===== src/rtl/i2c_regif_pkg.sv =====
package i2c_regif_pkg;
  typedef enum logic [3:0] {
    ST_IDLE,
    ST_ADDR,
    ST_ADDR_ACK,
    ST_SUB,
    ST_SUB_ACK,
    ST_WR,
    ST_WR_ACK,
    ST_RD,
    ST_RD_ACK,
    ST_SKIP
  } slv_state_e;
endpackage


===== src/rtl/i2c_regif_sync.sv =====
module i2c_regif_sync #(
  parameter int STAGES = 2
) (
  input  logic clk_i,
  input  logic rst_ni,
  input  logic scl_i,
  input  logic sda_i,
  output logic scl_o,
  output logic sda_o,
  output logic scl_rise_o,
  output logic scl_fall_o,
  output logic start_o,
  output logic stop_o
);
  logic [STAGES-1:0] scl_pipe, sda_pipe;
  logic scl_d, sda_d;

  generate
    if (STAGES == 1) begin : g_one
      always_ff @(posedge clk_i or negedge rst_ni) begin
        if (!rst_ni) begin
          scl_pipe <= '1;
          sda_pipe <= '1;
        end else begin
          scl_pipe <= scl_i;
          sda_pipe <= sda_i;
        end
      end
    end else begin : g_multi
      always_ff @(posedge clk_i or negedge rst_ni) begin
        if (!rst_ni) begin
          scl_pipe <= '1;
          sda_pipe <= '1;
        end else begin
          scl_pipe <= {scl_pipe[STAGES-2:0], scl_i};
          sda_pipe <= {sda_pipe[STAGES-2:0], sda_i};
        end
      end
    end
  endgenerate

  always_ff @(posedge clk_i or negedge rst_ni) begin
    if (!rst_ni) begin
      scl_d <= 1'b1;
      sda_d <= 1'b1;
    end else begin
      scl_d <= scl_pipe[STAGES-1];
      sda_d <= sda_pipe[STAGES-1];
    end
  end

  assign scl_o      = scl_pipe[STAGES-1];
  assign sda_o      = sda_pipe[STAGES-1];
  assign scl_rise_o = scl_o & ~scl_d;
  assign scl_fall_o = ~scl_o & scl_d;
  // data edge while clock stays high
  assign start_o    = scl_o & scl_d & sda_d & ~sda_o;
  assign stop_o     = scl_o & scl_d & ~sda_d & sda_o;
endmodule


===== src/rtl/i2c_regif_ptr.sv =====
module i2c_regif_ptr #(
  parameter int AW = 7
) (
  input  logic          clk_i,
  input  logic          rst_ni,
  input  logic          load_i,
  input  logic [AW:0]   load_val_i,
  input  logic          step_i,
  output logic [AW-1:0] ptr_o
);
  logic ainc_q;

  always_ff @(posedge clk_i or negedge rst_ni) begin
    if (!rst_ni) begin
      ptr_o  <= '0;
      ainc_q <= 1'b0;
    end else if (load_i) begin
      ptr_o  <= load_val_i[AW-1:0];
      ainc_q <= load_val_i[AW];
    end else if (step_i && ainc_q) begin
      ptr_o  <= ptr_o + AW'(1);
    end
  end
endmodule


===== src/rtl/i2c_regif_slave.sv =====
module i2c_regif_slave
  import i2c_regif_pkg::*;
#(
  parameter logic [5:0] DEV_ADDR_HI = 6'b001100,
  parameter int         SYNC_STAGES = 2
) (
  input  logic       clk_i,
  input  logic       rst_ni,
  input  logic       scl_i,
  input  logic       sda_i,
  output logic       sda_oe_o,
  input  logic       addr_strap_i,
  output logic [6:0] reg_addr_o,
  output logic [7:0] reg_wdata_o,
  output logic       reg_we_o,
  input  logic [7:0] reg_rdata_i
);
  localparam int BYTE_W = 8;
  localparam int REG_AW = BYTE_W - 1;
  localparam int CNT_W  = $clog2(BYTE_W + 1);

  logic scl_s, sda_s, scl_rise, scl_fall, start_det, stop_det;
  slv_state_e         state_q;
  logic [CNT_W-1:0]   bit_cnt_q;
  logic [BYTE_W-1:0]  shreg_q, shift_in, wdata_q;
  logic               rw_q, nack_q, oe_q, we_q;
  logic               byte_done, addr_hit, ptr_load, ptr_step;
  logic [REG_AW-1:0]  ptr;

  i2c_regif_sync #(.STAGES(SYNC_STAGES)) u_sync (
    .clk_i      (clk_i),
    .rst_ni     (rst_ni),
    .scl_i      (scl_i),
    .sda_i      (sda_i),
    .scl_o      (scl_s),
    .sda_o      (sda_s),
    .scl_rise_o (scl_rise),
    .scl_fall_o (scl_fall),
    .start_o    (start_det),
    .stop_o     (stop_det)
  );

  assign byte_done = (bit_cnt_q == CNT_W'(BYTE_W));
  assign shift_in  = {shreg_q[BYTE_W-2:0], sda_s};
  assign addr_hit  = (shreg_q[BYTE_W-1:1] == {DEV_ADDR_HI, addr_strap_i});

  // pointer moves after a stored byte or after the last bit of a sent byte
  assign ptr_load = (state_q == ST_SUB) && scl_fall && byte_done && !start_det && !stop_det;
  assign ptr_step = we_q || ((state_q == ST_RD) && scl_fall && byte_done && !start_det && !stop_det);

  i2c_regif_ptr #(.AW(REG_AW)) u_ptr (
    .clk_i      (clk_i),
    .rst_ni     (rst_ni),
    .load_i     (ptr_load),
    .load_val_i (shreg_q),
    .step_i     (ptr_step),
    .ptr_o      (ptr)
  );

  always_ff @(posedge clk_i or negedge rst_ni) begin
    if (!rst_ni) begin
      state_q   <= ST_IDLE;
      bit_cnt_q <= '0;
      shreg_q   <= '0;
      wdata_q   <= '0;
      rw_q      <= 1'b0;
      nack_q    <= 1'b0;
      oe_q      <= 1'b0;
      we_q      <= 1'b0;
    end else begin
      we_q <= 1'b0;
      if (start_det) begin
        state_q   <= ST_ADDR;
        bit_cnt_q <= '0;
        oe_q      <= 1'b0;
      end else if (stop_det) begin
        state_q   <= ST_IDLE;
        bit_cnt_q <= '0;
        oe_q      <= 1'b0;
      end else begin
        unique case (state_q)
          ST_ADDR, ST_SUB, ST_WR: begin
            if (scl_rise && !byte_done) begin
              shreg_q   <= shift_in;
              bit_cnt_q <= bit_cnt_q + CNT_W'(1);
            end else if (scl_fall && byte_done) begin
              bit_cnt_q <= '0;
              if (state_q == ST_ADDR) begin
                if (addr_hit) begin
                  rw_q    <= shreg_q[0];
                  oe_q    <= 1'b1;
                  state_q <= ST_ADDR_ACK;
                end else begin
                  state_q <= ST_SKIP;
                end
              end else if (state_q == ST_SUB) begin
                oe_q    <= 1'b1;
                state_q <= ST_SUB_ACK;
              end else begin
                oe_q    <= 1'b1;
                we_q    <= 1'b1;
                wdata_q <= shreg_q;
                state_q <= ST_WR_ACK;
              end
            end
          end
          ST_ADDR_ACK: begin
            if (scl_fall) begin
              if (rw_q) begin
                shreg_q <= reg_rdata_i;
                oe_q    <= ~reg_rdata_i[BYTE_W-1];
                state_q <= ST_RD;
              end else begin
                oe_q    <= 1'b0;
                state_q <= ST_SUB;
              end
            end
          end
          ST_SUB_ACK, ST_WR_ACK: begin
            if (scl_fall) begin
              oe_q    <= 1'b0;
              state_q <= ST_WR;
            end
          end
          ST_RD: begin
            if (scl_rise && !byte_done) begin
              bit_cnt_q <= bit_cnt_q + CNT_W'(1);
            end else if (scl_fall) begin
              if (byte_done) begin
                oe_q      <= 1'b0;
                bit_cnt_q <= '0;
                state_q   <= ST_RD_ACK;
              end else begin
                shreg_q <= {shreg_q[BYTE_W-2:0], 1'b0};
                oe_q    <= ~shreg_q[BYTE_W-2];
              end
            end
          end
          ST_RD_ACK: begin
            if (scl_rise) begin
              nack_q <= sda_s;
            end else if (scl_fall) begin
              if (nack_q) begin
                state_q <= ST_SKIP;
              end else begin
                shreg_q <= reg_rdata_i;
                oe_q    <= ~reg_rdata_i[BYTE_W-1];
                state_q <= ST_RD;
              end
            end
          end
          default: ;
        endcase
      end
    end
  end

  assign sda_oe_o    = oe_q;
  assign reg_addr_o  = ptr;
  assign reg_wdata_o = wdata_q;
  assign reg_we_o    = we_q;
endmodule


===== config.mk =====
export PLATFORM = sky130hd
export DESIGN_NAME = i2c_regif_slave
export DESIGN_NICKNAME = d
export VERILOG_FILES = /design/src/rtl/i2c_regif_pkg.sv /design/src/rtl/i2c_regif_sync.sv /design/src/rtl/i2c_regif_ptr.sv /design/src/rtl/i2c_regif_slave.sv
export SDC_FILE = /design/constraint.sdc
export NUM_CORES = 1
export LEC_CHECK = 0
export BUFFER_PORTS_ARGS = -buffer_cell sky130_fd_sc_hd__buf_4
export CAP_MARGIN = 20
export CORE_MARGIN = 8
export CORE_UTILIZATION = 52
export CTS_CLUSTER_SIZE = 20
export DETAILED_ROUTE_END_ITERATION = 16
export PLACE_DENSITY = 0.76
export RECOVER_POWER = 25
export SKIP_CTS_REPAIR_TIMING = 1
export SYNTH_ARGS = -nofsm -noshare
export SYNTH_HDL_FRONTEND = slang
export SYNTH_SLANG_ARGS = --single-unit

===== constraint.sdc =====
create_clock -name clk_i -period 1.7 [get_ports clk_i]
set_input_delay 0.255 -clock clk_i [delete_from_list [all_inputs] [get_ports clk_i]]
set_output_delay 0.255 -clock clk_i [all_outputs]
set_load 0.05 [all_outputs]

==> qor_table.md <==
| Stage | Metric | Value |
| --- | --- | --- |
| run status | Outcome | complete, but fails checks |
| run status | Failing checks | negative setup slack |
| synthesis | Share of Yosys cell area claimed by the top area cell type | 37.6% |
| setup path | Depth of the worst register-to-register path | 7 |
| synthesis | Share of synthesized flip-flops with an asynchronous set or reset | 100% |
| synthesis | Combined area of all synthesized cells | 0.00240 sq mm |
| synthesis | Syn Nets | 240 |
| power and ir drop | Proportion of power drawn by flip-flops and latches | 25.2% |
| power and ir drop | Share of total power in combinational logic | 60.4% |
| power and ir drop | Worst IR drop on VDD | 1.18 mV |
| power and ir drop | PwrDens | 1530 mW/mm^2 |
| die | # IOs | 30 |
| cts | Source-to-sink clock delay at the later pin of the worst-skew pair | 0.30 ns |
| drt | Pre-Repair DR Iteration Count | 4 |
| setup path | Crit Path Category | flop to flop |
| drt | Final Routed Wirelength | 7360 microns |
| timing | Pins over their slew limit | 0 |
| global route | Total GRT Usage | 18.0% |
| global route | Global-route wire length before repair | 10500 microns |
| timing | Setup_tns | -3.36 ns |
| synthesis | Library cell with the highest instance count after synthesis | sky130_fd_sc_hd__dfrtp_1 |
| synthesis | Top area cells in the synthesized netlist | sky130_fd_sc_hd__dfrtp_1 (38%), sky130_fd_sc_hd__dfstp_2 (6.6%), sky130_fd_sc_hd__mux2_4 (5.0%) |
| timing | Fmax achieved | 535 MHz |
| drt | Initial DRC Count | 245 |
| setup path | Crit path max fanout | 8 |
| setup path | Required time reported for the critical path endpoint | 1.89 ns |
| drt | DRC Markers | 0 |
| synthesis | Portion of the post-synthesis area used by sequential elements | 44.2% |
| power and ir drop | Final total power | 5.59 mW |
| timing | Worst Setup Slack, final | -0.170 ns |
| synthesis | Cells after synthesis | 224 |
| timing | Final worst clock skew | 0.00794 ns |
| place | Placed wire-length estimate after detailed placement | 4640 microns |
| die | Starting density of the core | 54.7% |
| cts | CTS tree | done |
| finish | NumNets Final | 339 |
| synthesis | Number of enable-type register cells in the synthesized netlist | 0 |
| power and ir drop | Switching fraction of total power | 39.9% |
| finish | Antenna cells | 0 |
| place | Final GP Congestion | 0.906 |
| min path | Worst min-delay path category | primary input to flop |
| min path | Hold path endpoint | u_sync.scl_pipe[0] |
| timing | Setup violators final | 31 |
| min path | Hold path cells | 1 |
| global route | Antenna violations before repair | 0 |
| synthesis | Average cell area after synthesis | 10.7 sq um |
| setup path | Startpoint class of the critical path | flop |
| cts | H-tree levels | 2 |
| drt | Vias | 2265 |
| synthesis | Synth cell types | 62 |
| power and ir drop | Clock network power share | 14.4% |
| drt | Via/cell ratio | 6.02 |
| drt | WL per Instance | 19.6 microns |
| place | Post-detailed-placement cell area | 0.00308 sq mm |
| die | Die span in y | 83.9 microns |
| flow run | Count of maximum capacitance violations | 0 |
| synthesis | Synthesis-stage register bit count | 42 |
| synthesis | Commonest cells in the netlist | sky130_fd_sc_hd__dfrtp_1 (36), sky130_fd_sc_hd__o21ai_0 (18), sky130_fd_sc_hd__nand2_1 (16) |
| timing | Ratio of final minimum period to clock period | 110% |
| finish | Fraction of layout instances using a drive strength above 1 | 56.5% |
| power and ir drop | NetSw | 2.23 mW |
| cts | Sinks on the clock net | 42 |
| die | Placeable core region | 0.00438 sq mm |
| min path | Launch point of the worst hold path | scl_i |
| place | Worst-case setup slack after placement | -0.196 ns |
| synthesis | Number of warnings printed during yosys synthesis | 0 |
| cts | Number of buffers on the longest clock path | 2 |
| place | # port buffers | 29 |
| setup path | FF-to-FF setup slack | -0.17 ns |
| setup path | Startpoint of the most critical register-to-register path | bit_cnt_q[0] |
| die | Total Die Area | 0.00704 sq mm |
| cts | CTS clock-pin slew for the worst setup and hold paths | 0.08 ns |
| cts | Buffer type at the clock tree root | sky130_fd_sc_hd__clkbuf_8 |
| timing | Unrepaired setup endpoints after global routing | yes |
| finish | Area of all placed cells without fillers | 0.00365 sq mm |
| global route | Number of global-route vias before repair | 2116 |
| setup path | Crit path from | bit_cnt_q[0] |
| timing | Slew HR | 64.8% |
| timing | Post-layout minimum cycle time | 1.87 ns |
| power and ir drop | Internal portion of total power | 3.36 mW |
| cts | Clock buffers created by TritonCTS | 5 |
| setup path | Crit Reg-Reg Endpoint | reg_wdata_o[2] |
| power and ir drop | Static leakage power | 1.72 nW |
| timing | Final hold violation count | 0 |
| setup path | Critical Path AT | 2.06 ns |
| finish | Layout area overhead | 52.2% |
| timing | Pin slew with the least headroom to its limit | 0.528 ns |
| synthesis | Most frequently used flop master after synthesis | sky130_fd_sc_hd__dfrtp_1 |
| drt | Remaining number of nets flagged by the antenna check after routing | 0 |
| synthesis | Largest area contributor in the synthesized netlist | sky130_fd_sc_hd__dfrtp_1 |
| setup path | Nature of the critical path endpoint | flop |
| global route | Maximum number of pins on one net before global-route repair | 43 |
| global route | Residual overflow from global routing | 0 |
| die | Horizontal die dimension | 83.9 microns |
| die | Core Rows | 24 |
cells in the final DEF, fill, tap and decap left out, types with 2 or more instances in the layout:
cell type and instances:
sky130_fd_sc_hd__xor2_1 2, sky130_fd_sc_hd__ha_1 3, sky130_fd_sc_hd__mux2_2 9, sky130_fd_sc_hd__nor4_4 2
sky130_fd_sc_hd__xnor2_1 7, sky130_fd_sc_hd__nand2b_4 2, sky130_fd_sc_hd__nor3_4 2, sky130_fd_sc_hd__nand2_1 16
sky130_fd_sc_hd__o21ai_0 8, sky130_fd_sc_hd__a21oi_4 2, sky130_fd_sc_hd__nor2_1 7, sky130_fd_sc_hd__clkbuf_8 5
sky130_fd_sc_hd__nand4_1 2, sky130_fd_sc_hd__nor3_1 2, sky130_fd_sc_hd__nor2b_1 2, sky130_fd_sc_hd__and2b_2 3
sky130_fd_sc_hd__buf_4 84, sky130_fd_sc_hd__buf_6 8, sky130_fd_sc_hd__dfstp_2 5, sky130_fd_sc_hd__o32ai_1 2
sky130_fd_sc_hd__nor3_2 2, sky130_fd_sc_hd__a211oi_2 3, sky130_fd_sc_hd__nand2b_1 2, sky130_fd_sc_hd__a31oi_4 2
sky130_fd_sc_hd__dfrtp_2 3, sky130_fd_sc_hd__a21oi_2 4, sky130_fd_sc_hd__mux2i_1 4, sky130_fd_sc_hd__nand3_1 3
sky130_fd_sc_hd__nand3b_1 2, sky130_fd_sc_hd__buf_12 4, sky130_fd_sc_hd__inv_1 11, sky130_fd_sc_hd__o21ai_1 12
sky130_fd_sc_hd__nand3_2 2, sky130_fd_sc_hd__nor2_2 2, sky130_fd_sc_hd__clkbuf_4 2, sky130_fd_sc_hd__mux2_4 17
sky130_fd_sc_hd__dfrtp_1 33, sky130_fd_sc_hd__a21oi_1 3
cells by family (layout without fill, tap and decap cells):
group	Yosys count	after routing	share of synthesized area, %
simple gates	65	65	15.8
mux	30	30	15.1
flops	42	42	44.2
xor+xnor	9	9	3.29
fa+ha+maj	4	4	1.98
compound gates	56	56	16.0
buf+inv	18	118	3.55
registers in the layout, summed over array words and instances, names as in the netlist:
register and cells:
reg_wdata_o 8, sda_oe_o 1, u_ptr.ptr_o 7, u_sync.scl_pipe 2, u_ptr.ainc_q 1, u_sync.sda_d 1, u_sync.sda_pipe 2, u_sync.scl_d 1
shreg_q 8, state_q 4, nack_q 1, rw_q 1, reg_we_o 1, bit_cnt_q 4
cell type report:
type,instances,area [sq um]
flip-flops and latches,42,1060
clock inverters,3,43.8
well taps,52,65.1
multi-input cells,164,1540
clock buffers,5,68.8
repair buffers,99,826
inverters,11,41.3
fillers,233,738
critical path, cell delays in order (launching register included):
cell and delay (ns):
sky130_fd_sc_hd__dfrtp_1 0.39, sky130_fd_sc_hd__inv_1 0.06, sky130_fd_sc_hd__ha_1 0.15, sky130_fd_sc_hd__and3b_2 0.23, sky130_fd_sc_hd__nand3_2 0.10, sky130_fd_sc_hd__or3_4 0.37, sky130_fd_sc_hd__buf_12 0.16, sky130_fd_sc_hd__mux2_4 0.29
layer usage:
| metal | part of all wire (%) | GRT usage [%] | up-vias | wire, microns |
|---|---|---|---|---|
| met2 | 48 | 27.9 | 79 | 3510 |
| met4 | 2.5 | 5.02 | 0 | 182 |
| met5 | 0 | 0 | - | 0 |
| met1 | 44 | 24.3 | 1148 | 3250 |
| li1 | - | - | 1021 | - |
| met3 | 5.7 | 4.20 | 17 | 419 |
through the flow:
step / hold WS, ns / instances / util, %
2_1_floorplan: -0.0406 / 224 / -
3_3_place_gp: 0.269 / 352 / 70.3
3_5_place_dp: 0.278 / 352 / 70.3
4_1_cts: -0.0495 / 360 / 72.9
5_1_grt: 0.0488 / 376 / 83.2
6_report: 0.0583 / 376 / 83.2
power by group through the flow:
stage / combinational (mW) / sequential [mW] / clock (mW)
2_1_floorplan: 1.32 / 1.42 / 0
5_1_grt: 3.57 / 1.42 / 0.857
3_3_place_gp: 2.33 / 1.38 / 0
3_5_place_dp: 2.35 / 1.39 / 0
4_1_cts: 2.38 / 1.38 / 0.822
6_report: 3.37 / 1.41 / 0.805
worst max path at each step:
stage                                end  cells after the start
after floorplan           reg_wdata_o[0]                      7
after global placement    u_ptr.ptr_o[1]                      6
after detailed placement  u_ptr.ptr_o[4]                      7
after CTS                 u_ptr.ptr_o[4]                      7
after global routing          state_q[0]                      8
final                     reg_wdata_o[2]                      7
No activity file was read; power rests on OpenSTA's default activity.
